$ cat src/rtl/synhaz_pkg.sv
package synhaz_pkg;
  // Strobes from the control half to the datapath half
  typedef struct packed {
    logic load;      // capture a new result this cycle
    logic realMode;  // translation off: force the no-hazard answer
  } ctrlStrobe_t;
endpackage

$ cat src/rtl/synhaz_ctrl.sv
module synhaz_ctrl
  import synhaz_pkg::*;
(
  input  logic        clk,
  input  logic        rstN,
  input  logic        inValid,
  input  logic        xlateEn,
  output ctrlStrobe_t strobe,
  output logic        outValid
);
  always_comb begin
    strobe.load     = inValid;
    strobe.realMode = !xlateEn;
  end

  always_ff @(posedge clk) begin
    if (!rstN) outValid <= 1'b0;
    else       outValid <= inValid;
  end
endmodule

$ cat src/rtl/synhaz_dp.sv
module synhaz_dp
  import synhaz_pkg::*;
#(
  parameter int WAY_LOG2      = 13, // bytes per way, log2
  parameter int MIN_PAGE_LOG2 = 10, // smallest page, log2
  parameter int PAGE_STEP     = 2,  // log2 growth per page code
  parameter int PSIZE_W       = 3,
  parameter int CNT_W         = 4,
  localparam int OVL_W        = WAY_LOG2 - MIN_PAGE_LOG2,
  localparam int NUM_CODES    = 1 << PSIZE_W
) (
  input  logic               clk,
  input  logic               rstN,
  input  ctrlStrobe_t        strobe,
  input  logic [OVL_W-1:0]   eaWin,
  input  logic [OVL_W-1:0]   raWin,
  input  logic [PSIZE_W-1:0] pageSize,
  output logic               overlapQ,
  output logic [CNT_W-1:0]   synCountQ,
  output logic               mismatchQ
);
  logic [OVL_W-1:0] maskByCode  [NUM_CODES];
  logic [CNT_W-1:0] countByCode [NUM_CODES];

  // One constant compare mask and synonym count per page code
  for (genvar c = 0; c < NUM_CODES; c++) begin : g_code
    localparam int PAGE_LOG2 = MIN_PAGE_LOG2 + PAGE_STEP * c;
    localparam int NOVL      = (PAGE_LOG2 < WAY_LOG2) ? (WAY_LOG2 - PAGE_LOG2) : 0;
    for (genvar j = 0; j < OVL_W; j++) begin : g_bit
      assign maskByCode[c][j] = ((MIN_PAGE_LOG2 + j) >= PAGE_LOG2);
    end
    assign countByCode[c] = CNT_W'(1 << NOVL);
  end

  logic [OVL_W-1:0] activeMask;
  logic             nextOverlap;
  logic [CNT_W-1:0] nextCount;
  logic             nextMismatch;

  always_comb begin
    activeMask   = strobe.realMode ? '0 : maskByCode[pageSize];
    nextOverlap  = |activeMask;
    nextCount    = strobe.realMode ? CNT_W'(1) : countByCode[pageSize];
    nextMismatch = |((eaWin ^ raWin) & activeMask);
  end

  always_ff @(posedge clk) begin
    if (!rstN) begin
      overlapQ  <= 1'b0;
      synCountQ <= '0;
      mismatchQ <= 1'b0;
    end else if (strobe.load) begin
      overlapQ  <= nextOverlap;
      synCountQ <= nextCount;
      mismatchQ <= nextMismatch;
    end
  end
endmodule

$ cat src/rtl/syn_hazard_detect.sv
module syn_hazard_detect
  import synhaz_pkg::*;
#(
  parameter int ADDR_W        = 32,
  parameter int WAY_LOG2      = 13,
  parameter int MIN_PAGE_LOG2 = 10,
  parameter int PAGE_STEP     = 2,
  parameter int PSIZE_W       = 3,
  parameter int CNT_W         = 4
) (
  input  logic               clk,
  input  logic               rstN,
  input  logic               inValid,
  input  logic [ADDR_W-1:0]  effAddr,
  input  logic [ADDR_W-1:0]  realAddr,
  input  logic [PSIZE_W-1:0] pageSize,
  input  logic               xlateEn,
  output logic               outValid,
  output logic               overlap,
  output logic [CNT_W-1:0]   synCount,
  output logic               mismatch
);
  ctrlStrobe_t strobe;

  synhaz_ctrl u_ctrl (
    .clk      (clk),
    .rstN     (rstN),
    .inValid  (inValid),
    .xlateEn  (xlateEn),
    .strobe   (strobe),
    .outValid (outValid)
  );

  synhaz_dp #(
    .WAY_LOG2      (WAY_LOG2),
    .MIN_PAGE_LOG2 (MIN_PAGE_LOG2),
    .PAGE_STEP     (PAGE_STEP),
    .PSIZE_W       (PSIZE_W),
    .CNT_W         (CNT_W)
  ) u_dp (
    .clk       (clk),
    .rstN      (rstN),
    .strobe    (strobe),
    .eaWin     (effAddr[WAY_LOG2-1:MIN_PAGE_LOG2]),
    .raWin     (realAddr[WAY_LOG2-1:MIN_PAGE_LOG2]),
    .pageSize  (pageSize),
    .overlapQ  (overlap),
    .synCountQ (synCount),
    .mismatchQ (mismatch)
  );
endmodule

$ cat config.mk
export PLATFORM = sky130hd
export DESIGN_NAME = syn_hazard_detect
export DESIGN_NICKNAME = d
export VERILOG_FILES = /design/src/rtl/synhaz_pkg.sv /design/src/rtl/synhaz_ctrl.sv /design/src/rtl/synhaz_dp.sv /design/src/rtl/syn_hazard_detect.sv
export SDC_FILE = /design/constraint.sdc
export NUM_CORES = 1
export LEC_CHECK = 0
export ABC_AREA = 1
export ABC_CLOCK_PERIOD_IN_PS = 800
export BUFFER_PORTS_ARGS = -buffer_cell sky130_fd_sc_hd__buf_2
export CORE_UTILIZATION = 20
export CTS_CLUSTER_DIAMETER = 30
export DETAILED_ROUTE_END_ITERATION = 16
export PLACE_DENSITY = 0.76
export SETUP_SLACK_MARGIN = 0.05
export SKIP_CTS_REPAIR_TIMING = 1
export SYNTH_ARGS = -nofsm -noshare
export SYNTH_HDL_FRONTEND = slang
export SYNTH_HIERARCHICAL = 1
export SYNTH_SLANG_ARGS = --single-unit
$ cat constraint.sdc
create_clock -name clk -period 0.8 [get_ports clk]
set_input_delay 0 -clock clk [delete_from_list [all_inputs] [get_ports clk]]
set_output_delay 0 -clock clk [all_outputs]
set_load 0.02 [all_outputs]
Word level (Yosys, flattened, before mapping)
Memory sizes are Yosys's and may differ from the RTL's.
Index checks and enable logic that the tools add are counted.
- memory bits (read-only): 56
- memories kept: 2
- input port bits: 71
- word-level logic and storage cells: 18
- output and inout bits: 7
- register bits after elaboration: 7
- memories (memory ; words ; width ; rd ports ; clocked after Yosys merged registers in ; write ports ; RTL line ; source):
    (no name shown) ; 8 ; 4 ; 1 ; 0 ; 0 ; synhaz_dp.sv:43 ; nextCount = strobe.realMode ? CNT_W'(1) : countByCode[pageSize];
    (no name shown) ; 8 ; 3 ; 1 ; 0 ; 0 ; synhaz_dp.sv:41 ; activeMask = strobe.realMode ? '0 : maskByCode[pageSize];
- reductions and logical operators: 2
- order comparisons: 1
- muxes and demuxes: 6
- bitwise gates (word level): 3
- operators by type and width (kind ; count):
    $mux 4 ; 3
    $mux 3 ; 3
    $reduce_or 3->1 ; 2
    $ge 4x4->1 const B ; 1
    $not 3->4 ; 1
    $and 3x3->3 ; 1
    $xor 3x3->3 ; 1

Logic depth before layout (Yosys ltp)
Gate-level depths: netlist of the first run.
- depth in word-level cells: 7
- depth in mapped cells: 6
- mapped depth without buffers: 6

By module
The synthesis of the first run kept the hierarchy.
- modules (own cells, without submodules) (module ; sequential area each (um^2) ; area each (um^2) ; instances ; cells each):
    synhaz_dp ; 100.1 ; 274.0 ; 1 ; 44
    synhaz_ctrl ; 20.0 ; 38.8 ; 1 ; 5

Worst setup path before layout of the first run
No wires, ideal clock.
- path kind: register to register
- from: register u_dp/mismatchQ (netlist name)
- to: register u_dp.mismatchQ
- library setup time: 0.122 ns
- arrival: 0.584 ns
- data required time: 0.678 ns
- period minus slack after synthesis: 0.706 ns
- buffers on the path: 0
- stages on the path, launching flop included: 3
- setup slack: 0.094 ns
- cell sequence: dfxtp_1 o21ai_0 a21oi_2
- RTL lines (item ; RTL line ; source):
    end signal, assigned ; synhaz_dp.sv:55 ; mismatchQ <= nextMismatch;
    end, declared ; synhaz_dp.sv:20 ; output logic mismatchQ

Final worst setup path of the first run
- from: register u_dp.overlapQ
- to: output port overlap
- RTL lines (item ; RTL line ; source):
    start, declared ; synhaz_dp.sv:18 ; output logic overlapQ,
    start signal, assigned ; synhaz_dp.sv:53 ; overlapQ <= nextOverlap;
    end, declared ; syn_hazard_detect.sv:19 ; output logic overlap,
No word-level cell between the ends.

==> results.tsv, run 1 <==
stage	metric	value	unit
setup_path	startpoint_type	flip-flop	
timing	hold_viol	0	
global_route	grt_pass1_wl	1050	µm
timing	drv_slew	0	
setup_path	startpoint	u_dp/overlapQ$_SDFFE_PN0P_	
timing	whs	0.000269	ns
final_layout	multi_input_area	140	µm²
final_layout	fill_cells	160	
setup_path	r2r_start	u_dp/mismatchQ$_SDFFE_PN0P_	
final_layout	finish.net_count	141	
timing	finClkSkew	0	ns
place	postPlaceCellArea	407	µm²
pwr	powerDensity	1700	nW/µm²
clock_network	clockRootBuffer	clkbuf_4	
routing	antenna_left	0	
final_layout	area.sequential	120	µm²
setup_path	worst-path-buf-inv	1	
pwr	swShare	26.1	%
timing	post-route-period-util	89.9	%
routing	routed-via-count	328	
global_route	overflow	0	
global_route	antenna_found_initial	0	
final_layout	layout-drive-gt1-share	38.2	%
clock_network	numCtsBuffers	3	
routing	routed_wl	621	µm
final_layout	syn2layout_area_growth	38.8	%
clock_network	htree_levels	1	
yosys	ys_seq_area_share	38.4	%
setup_path	crit_slowest_cell	dfxtp_1	
flow_run	drv_cap	0	
timing	final-setup-viol-count	0	
clock_network	clk_latency	0.24	ns
pwr	power_frac_comb	19.5	%
pwr	seqPwrFrac	43.7	%
global_route	grt_pass1_vias	305	
place	gp_congestion	0.672	
setup_path	end_kind	output pin	
routing	first_pass_iters	4	
die	rows	13	
routing	drc	0	
setup_path	max_stage_delay	0.32	ns
setup_path	worstSetupPathType	flip-flop to output pin	
yosys	postSynthAreaPerCell	6.38	µm²
pwr	internal-power	0.546	mW
clock_network	clkSinkCount	6	
timing	fmax	1390	MHz
pwr	p_clk_share	36.8	%
clock_network	cts.reportedPaths.clkPinSlew	0.04	ns
yosys	netlist_area	313	µm²
routing	detail_route.wl_per_cell	7.48	µm
worst_hold_path	hold_path.class	primary input to flip-flop	
setup_path	crit_family	flip-flops	
die	die_h	41.5	µm
yosys	ys_warn_count	6	
setup_path	critPathRequiredTime	0.80	ns
die	die_x	41.5	µm
die	core_area	1380	µm²
clock_network	cts_tree	built	
yosys	syn_nets	120	
global_route	grt_max_degree	9	
final_layout	finalInstanceArea	434	µm²
global_route	gr-usage-all-layers	8.27	%
die	ios	78	
worst_hold_path	hp-start	rstN	
timing	setup_tns	0	ns
die	dieArea	1730	µm²
setup_path	arrival	0.72	ns
timing	rsz0062_at_grt	false	
die	start_util	22.6	%
final_layout	insertedDiodeCount	0	
clock_network	clock_path_buffers	2	
yosys	syn_inst	49	
pwr	switching_power	0.193	mW
pwr	p_leak	0.266	nW
yosys	synthDistinctLibCells	10	
run_status	status	completed	
setup_path	crit_chain	buf_2	
routing	drt_iter0_markers	5	
yosys	ys_seq_elements	6	
routing	vias_per_cell	3.95	
place	hpwl	526	µm
place	io_buffers	18	
timing	fin_crit	0.719	ns
setup_path	crit_fanout	2	
pwr	worst_ir_drop_vdd	0.841	mV
==> metal layers <==
| layer | track usage [%] | up-vias | part of all wire, % | wire length, µm |
|---|---|---|---|---|
| met2 | 12.2 | 17 | 44 | 272 |
| met1 | 7.94 | 135 | 45 | 278 |
| met3 | 7.39 | 0 | 11 | 69 |
| met5 | 0 | - | 0 | 0 |
| met4 | 3.87 | 0 | 0 | 0 |
| li1 | - | 176 | - | - |
==> path summary, 6_finish.rpt <==
check                                   end  slack (ns)  depth (start not counted)
max                                 overlap        0.08                          1
min              u_ctrl/outValid$_SDFF_PN0_      0.0003                          3
max reg2reg     u_dp/mismatchQ$_SDFFE_PN0P_        0.16                          2
min reg2reg  u_dp/synCountQ[1]$_SDFFE_PN0P_        0.46                          2
==> cells in the final DEF (no fill, tap or decap), drive strengths merged <==
master and n:
buf 18, a21boi 1, dfxtp 6, o21ai 2
a21oi 2, nor2 5, conb 1, clkbuf 3
nand2 20, inv 10
==> per-stage QoR <==
step                setup slack (ns)  cells  utilization [%]  power [mW]
CTS                           0.0612     83             31.0       0.757
finish                        0.0809     83             31.4       0.739
global placement               0.170     80             29.4       0.466
detailed placement             0.164     80             29.4       0.471
global route                  0.0511     83             31.4       0.794
floorplan                     0.0940     49                -       0.419
==> registers in the layout (all words and copies together), names as in the netlist <==
register,flops
u_dp/synCountQ,3
u_ctrl/outValid,1
u_dp/mismatchQ,1
u_dp/overlapQ,1
==> cells in the mapped netlist <==
cell	number	area share, %
nor2_1	5	6.0
dfxtp_1	6	38
conb_1	1	1.2
inv_1	10	12
nand2_1	17	20
o21ai_0	2	3.2
a21oi_2	2	5.6
buf_4	2	4.8
a21boi_1	1	2.4
nand2_2	3	6.0
==> final cells by class <==
cell class	count	area share, %
sequential	6	27.7
clock buffer	3	5.19
multi-input combinational	31	32.3
timing repair buffer	18	21.9
tap	15	4.32
inverter	10	8.65
==> kinds of logic after synthesis <==
group,after synthesis,synth area share [%]
other,1,1.20
AND/OR/NAND/NOR,25,32.4
AO/OA/AOI/OAI,5,11.2
buffers and inverters,12,16.8
flip-flops,6,38.4
==> power groups by stage <==
stage               clock network [mW]  logic [mW]  registers [mW]
global route                     0.308       0.163           0.324
global placement                     0       0.138           0.328
detailed placement                   0       0.143           0.328
floorplan                            0      0.0695           0.349
CTS                              0.291       0.143           0.323
finish                           0.272       0.144           0.323
No activity file was read; power rests on OpenSTA's default activity.
==> run 2: changes to the inputs <==
--- a/config.mk
+++ b/config.mk
@@ -8,6 +8,7 @@
 export ABC_AREA = 1
 export ABC_CLOCK_PERIOD_IN_PS = 800
 export BUFFER_PORTS_ARGS = -buffer_cell sky130_fd_sc_hd__buf_2
+export CORE_MARGIN = 10
 export CORE_UTILIZATION = 20
 export CTS_CLUSTER_DIAMETER = 30
 export DETAILED_ROUTE_END_ITERATION = 16
==> run 2 against run 1 <==
Against the previous run: combinational power is 6% higher; total power is 1.7% higher; clock skew stayed put; maximum frequency is 0.99% higher; core utilization is 0.98 points lower; count of clock-buffer cells in the layout stayed put; setup slack better by 0.0071 ns; clock power is 2% higher; critical path depth stayed put; first-iteration DRC count is 60% higher; sequential cell count stayed put; register-to-register slack hardly changed; largest cell class unchanged; highest routed layer unchanged.
==> results.tsv, run 2 (synthesis results as in run 1) <==
stage	metric	value	unit
run_status	status	completed	
timing	hold_viol	0	
timing	setup_tns	0	ns
routing	detail_route.wl_per_cell	9.14	µm
routing	first_pass_iters	4	
clock_network	htree_levels	1	
global_route	busiest_layer	met3	
routing	drt_iter0_markers	8	
global_route	grt_util_met1	4.44	%
global_route	use_met3	7.51	%
global_route	antenna_found_initial	0	
die	dieArea	3550	µm²
die	ios	78	
setup_path	worst-path-buf-inv	1	
setup_path	critPathRequiredTime	0.80	ns
setup_path	worstSetupPathType	flip-flop to output pin	
timing	post-route-period-util	89.0	%
final_layout	fill_cells	166	
place	place_inst	81	
die	core_area	1490	µm²
setup_path	crit_slowest_cell	dfxtp_1	
final_layout	regMostFlops	u_dp/synCountQ	
clock_network	clk_latency	0.24	ns
setup_path	reg2reg_setup_slack	0.16	ns
final_layout	mostFrequentLayoutCells	nand2_1 (17), buf_2 (13), inv_1 (10)	
pwr	p_leak	0.270	nW
timing	fin_crit	0.712	ns
setup_path	end_kind	output pin	
global_route	grt_pass1_vias	314	
worst_hold_path	hp-start	inValid	
final_layout	finish.net_count	142	
place	io_buffers	18	
setup_path	max_stage_delay	0.33	ns
routing	drc	0	
setup_path	crit_family	flip-flops	
final_layout	syn2layout_area_growth	44.8	%
clock_network	cts_tree	built	
clock_network	clkSinkCount	6	
setup_path	worst_r2r_path_depth	2	
final_layout	layout_commonest_cell	nand2_1	
global_route	overflow	0	
routing	vias_per_cell	4.01	
setup_path	crit_chain	buf_4	
place	hpwl	674	µm
timing	drv_slew	0	
clock_network	clock_path_buffers	2	
die	die_x	59.5	µm
worst_hold_path	hold_path.class	primary input to flip-flop	
setup_path	r2r_start	u_dp/mismatchQ$_SDFFE_PN0P_	
final_layout	insertedDiodeCount	0	
clock_network	cts.reportedPaths.clkPinSlew	0.05	ns
setup_path	r2r-end	u_dp/mismatchQ$_SDFFE_PN0P_	
pwr	powerDensity	1660	nW/µm²
flow_run	drv_cap	0	
global_route	grt_pass1_wl	1310	µm
global_route	grtUsageMet2	6.69	%
setup_path	crit_fanout	2	
routing	routed-via-count	341	
global_route	grt_max_degree	9	
setup_path	startpoint_type	flip-flop	
worst_hold_path	hold_depth	3	
routing	routed_wl	777	µm
final_layout	layout-drive-gt1-share	37.7	%
routing	antenna_left	0	
setup_path	cp.depth	1	
die	die_h	59.5	µm
timing	rsz0062_at_grt	true	
place	gp_congestion	0.743	
setup_path	arrival	0.71	ns
die	start_util	21.0	%
timing	final-setup-viol-count	0	
timing	fmax	1400	MHz
worst_hold_path	hold_end	u_ctrl/outValid$_SDFF_PN0_	
final_layout	largest_register_ffs	3	
clock_network	numCtsBuffers	3	
pwr	worst_ir_drop_vdd	0.581	mV
timing	finClkSkew	0	ns
clock_network	clockRootBuffer	clkbuf_4	
global_route	gr-usage-all-layers	5.11	%
die	rows	14	
final_layout	layout.cells.non_filler	85	
[run 2: cell types whose count changed in the layout (fill, tap and decap cells not counted), sizes merged]
cell | before | now
dlygate4sd3 | 0 | 1
[run 2: layer usage]
| metal | routed length, µm | share of wire [%] | vias up |
|---|---|---|---|
| li1 | - | - | 179 |
| met1 | 294 | 38 | 147 |
| met2 | 320 | 41 | 15 |
| met3 | 163 | 21 | 0 |
| met4 | 0 | 0 | 0 |
| met5 | 0 | 0 | - |
[run 2: power breakdown]
part | switching [mW] | internal (mW) | leakage, nW
clock network | 0.107 | 0.170 | 0.0138
logic | 0.0843 | 0.0674 | 0.207
registers | 0.00661 | 0.317 | 0.0495
total | 0.198 | 0.554 | 0.270
[run 2: how the worst max path moves through the flow]
stage / slack, ns / start / endpoint
global route: 0.04 / u_dp/synCountQ[0]$_SDFFE_PN0P_ / synCount[0]
floorplan: 0.09 / u_dp/mismatchQ$_SDFFE_PN0P_ / u_dp/mismatchQ$_SDFFE_PN0P_
global placement: 0.17 / u_dp/mismatchQ$_SDFFE_PN0P_ / u_dp/mismatchQ$_SDFFE_PN0P_
detailed placement: 0.16 / u_dp/mismatchQ$_SDFFE_PN0P_ / u_dp/mismatchQ$_SDFFE_PN0P_
CTS: 0.06 / u_dp/synCountQ[0]$_SDFFE_PN0P_ / synCount[0]
finish: 0.09 / u_dp/synCountQ[0]$_SDFFE_PN0P_ / synCount[0]
[run 2: cell type report]
class | instances | area (µm²) | share of cell area [%]
repair buffers | 19 | 113 | 24.9
clock buffers | 3 | 22.5 | 4.97
well taps | 16 | 20.0 | 4.42
flip-flops and latches | 6 | 120 | 26.5
multi-input cells | 31 | 140 | 30.9
inverters | 10 | 37.5 | 8.29
[run 2: per-stage QoR]
stage | setup slack [ns] | utilization [%] | power, mW | hold slack (ns) | area, µm²
after floorplan | 0.0940 | - | 0.419 | 0.0935 | 313
after global routing | 0.0405 | 30.4 | 0.816 | 0.0426 | 453
after detailed placement | 0.160 | 27.4 | 0.471 | 0.245 | 408
after CTS | 0.0553 | 28.9 | 0.761 | -0.0117 | 430
final | 0.0879 | 30.4 | 0.752 | 0.0389 | 453
after global placement | 0.167 | 27.4 | 0.468 | 0.237 | 408
==> run 3: changes to the inputs <==
--- a/config.mk
+++ b/config.mk
@@ -5,11 +5,11 @@
 export SDC_FILE = /design/constraint.sdc
 export NUM_CORES = 1
 export LEC_CHECK = 0
-export ABC_AREA = 1
+export ABC_AREA = 0
 export ABC_CLOCK_PERIOD_IN_PS = 800
 export BUFFER_PORTS_ARGS = -buffer_cell sky130_fd_sc_hd__buf_2
 export CORE_MARGIN = 10
-export CORE_UTILIZATION = 20
+export CORE_UTILIZATION = 19
 export CTS_CLUSTER_DIAMETER = 30
 export DETAILED_ROUTE_END_ITERATION = 16
 export PLACE_DENSITY = 0.76
==> run 3 against run 2 <==
Against the previous run: setup slack got worse by 0.072 ns; combinational power is 11% lower; non-clock buffer count increased by 1; die area down 2.7%; sequential power decreased by 2%; critical path depth up 3; maximum frequency is 9.2% lower; cell area grew 0.28%; count of clock-buffer cells in the layout did not move; synthesized cell count fell by 39%; critical path type is now primary input to flip-flop; largest cell class unchanged.
==> results.tsv, run 3 <==
stage	metric	value	unit
run_status	status	completed	
routing	antenna_left	0	
yosys	ys_seq_area_share	42.1	%
setup_path	worstSetupEndpoint	u_dp/mismatchQ$_SDFFE_PN0P_	
clock_network	clockRootBuffer	clkbuf_4	
setup_path	reg2reg_setup_slack	0.07	ns
yosys	async_flop_share	0	%
final_layout	insertedDiodeCount	0	
setup_path	crit_slowest_cell	or4b_4	
clock_network	cts_tree	built	
setup_path	end_kind	flip-flop	
setup_path	arrival	0.98	ns
die	rows	13	
yosys	synth_top_cell_by_area	dfxtp_1	
place	gp_congestion	0.742	
global_route	gr-usage-all-layers	5.28	%
clock_network	cts.reportedPaths.clkPinSlew	0.05	ns
yosys	syn_nets	101	
global_route	grt_pass1_wl	1270	µm
clock_network	clock_path_buffers	2	
routing	vias_per_cell	4.02	
setup_path	cp.depth	4	
yosys	syn_inst	30	
setup_path	startpoint	pageSize[2]	
clock_network	htree_levels	1	
timing	finClkSkew	0	ns
yosys	synth_edf_count	0	
pwr	swShare	24.6	%
setup_path	crit_fanout	4	
yosys	synth_top_cell_area_share	42.1	%
timing	fmax	1280	MHz
pwr	p_clk_share	38.6	%
setup_path	r2r_start	u_dp/synCountQ[1]$_SDFFE_PN0P_	
global_route	grt_max_degree	8	
setup_path	worstSetupPathType	primary input to flip-flop	
yosys	synth_common_cells	dfxtp_1 (6), inv_1 (3), xnor2_1 (3)	
clock_network	clkSinkCount	6	
routing	detail_route.wl_per_cell	12.5	µm
final_layout	finish.net_count	124	
pwr	seqPwrFrac	43.1	%
routing	first_pass_iters	2	
setup_path	worst_r2r_path_depth	3	
clock_network	clk_latency	0.24	ns
setup_path	startpoint_type	primary input	
final_layout	fill_cells	152	
setup_path	r2r-end	u_dp/synCountQ[1]$_SDFFE_PN0P_	
global_route	antenna_found_initial	0	
timing	rsz0062_at_grt	true	
routing	drt_iter0_markers	1	
global_route	grt_pass1_vias	274	
routing	routed_wl	823	µm
yosys	yosysMostFrequentCell	dfxtp_1	
final_layout	layout-drive-gt1-share	56.9	%
yosys	postSynthAreaPerCell	9.51	µm²
pwr	internal-power	0.553	mW
pwr	worst_ir_drop_vdd	0.689	mV
setup_path	crit_family	simple AND/OR/NAND/NOR gates	
timing	drv_slew	0	
timing	setup_tns	0	ns
final_layout	layout_commonest_cell	buf_2	
yosys	ys.flop_type	dfxtp_1	
yosys	ys_seq_elements	6	
final_layout	mostFrequentLayoutCells	buf_2 (12), buf_4 (5)	
routing	routed-via-count	265	
pwr	finalPower	0.734	mW
setup_path	crit_chain	buf_6, or4b_4, a211oi_2, o21a_1	
pwr	powerDensity	1620	nW/µm²
final_layout	syn2layout_area_growth	59.2	%
worst_hold_path	hold_path.class	primary input to flip-flop	
final_layout	layout.cells.non_filler	66	
pwr	power_frac_comb	18.3	%
pwr	p_leak	0.207	nW
timing	hold_viol	0	
setup_path	worst-path-buf-inv	1	
setup_path	critPathRequiredTime	0.99	ns
setup_path	max_stage_delay	0.55	ns
die	dieArea	3450	µm²
global_route	overflow	0	
die	die_h	58.8	µm
place	postPlaceCellArea	395	µm²
die	ios	78	
final_layout	finalInstanceArea	454	µm²
routing	drc	0	
final_layout	largest_register_ffs	3	
yosys	synth.area.top_cells	dfxtp_1 (42%), xnor2_1 (9.2%), buf_4 (5.3%)	
yosys	netlist_area	285	µm²
die	start_util	21.1	%
pwr	switching_power	0.181	mW
flow_run	drv_cap	0	
final_layout	regMostFlops	u_dp/synCountQ	
timing	post-route-period-util	98.0	%
place	io_buffers	18	
die	core_area	1350	µm²
timing	fin_crit	0.784	ns
timing	final-setup-viol-count	0	
yosys	ys_warn_count	6	
die	die_x	58.8	µm
clock_network	numCtsBuffers	3	
place	place_inst	62	
yosys	synthDistinctLibCells	18	
run 3: changes by cell type in the layout (fill, tap and decap cells not counted), sizes merged, moves of 2 or more:
cell,change
nand2,-20
inv,-7
nor2,-4
xnor2,+3
and2,+2
buf,+2
o22ai,+2
run 3: metrics by stage:
step                hold slack (ns)  setup slack, ns  utilization [%]
finish                       0.0277           0.0158             33.6
global route                 0.0143          0.00180             33.6
CTS                          0.0231          -0.0273             31.0
detailed placement            0.276           -0.286             29.3
global placement              0.271           -0.248             29.3
floorplan                     0.118          -0.0848                -
run 3: layout make-up:
| class | instances | area, µm² | area share [%] |
|---|---|---|---|
| Inverter | 3 | 18.8 | 4.13 |
| Multi-Input combinational cell | 19 | 139 | 30.6 |
| Sequential cell | 6 | 124 | 27.3 |
| Timing Repair Buffer | 20 | 131 | 28.9 |
| Tap cell | 15 | 18.8 | 4.13 |
| Clock buffer | 3 | 22.5 | 4.96 |
run 3: kinds of logic (layout without fill, tap and decap cells):
family                    Yosys count  after routing  synth area share [%]
AOI/OAI and AO/OA                   7              7                  17.5
buffers and inverters               5             26                  9.21
DFF                                 6              6                  42.1
other                               1              1                  1.31
xor gates and xnor gates            3              3                  9.21
and+or+nand+nor                     8              8                  20.6
run 3: worst register-to-register path: cells and delay by family (launching register included):
kind / cells / cell delay (ns)
compound gates: 1 / 0.11
flops: 1 / 0.31
simple gates: 2 / 0.20
run 3: worst min path at each step:
stage,cells after the start,endpoint,startpoint
detailed placement,3,u_dp/synCountQ[0]$_SDFFE_PN0P_,pageSize[2]
floorplan,1,u_dp/mismatchQ$_SDFFE_PN0P_,rstN
finish,2,u_dp/mismatchQ$_SDFFE_PN0P_,rstN
global placement,2,u_dp/mismatchQ$_SDFFE_PN0P_,rstN
global route,2,u_dp/mismatchQ$_SDFFE_PN0P_,rstN
CTS,2,u_dp/mismatchQ$_SDFFE_PN0P_,rstN
run 3: power by group through the flow:
stage | logic, mW | registers [mW] | clock network [mW]
after floorplan | 0.0554 | 0.334 | 0
after detailed placement | 0.120 | 0.320 | 0
after CTS | 0.121 | 0.314 | 0.293
final | 0.135 | 0.316 | 0.283
after global placement | 0.119 | 0.320 | 0
after global routing | 0.147 | 0.317 | 0.334
run 3: layer usage:
layer | global-route usage, % | wire length (µm) | part of all wire (%)
met5 | 0 | 0 | 0
met3 | 4.94 | 95 | 12
met2 | 6.01 | 306 | 37
met1 | 5.42 | 412 | 50
met4 | 4.92 | 9 | 1.1
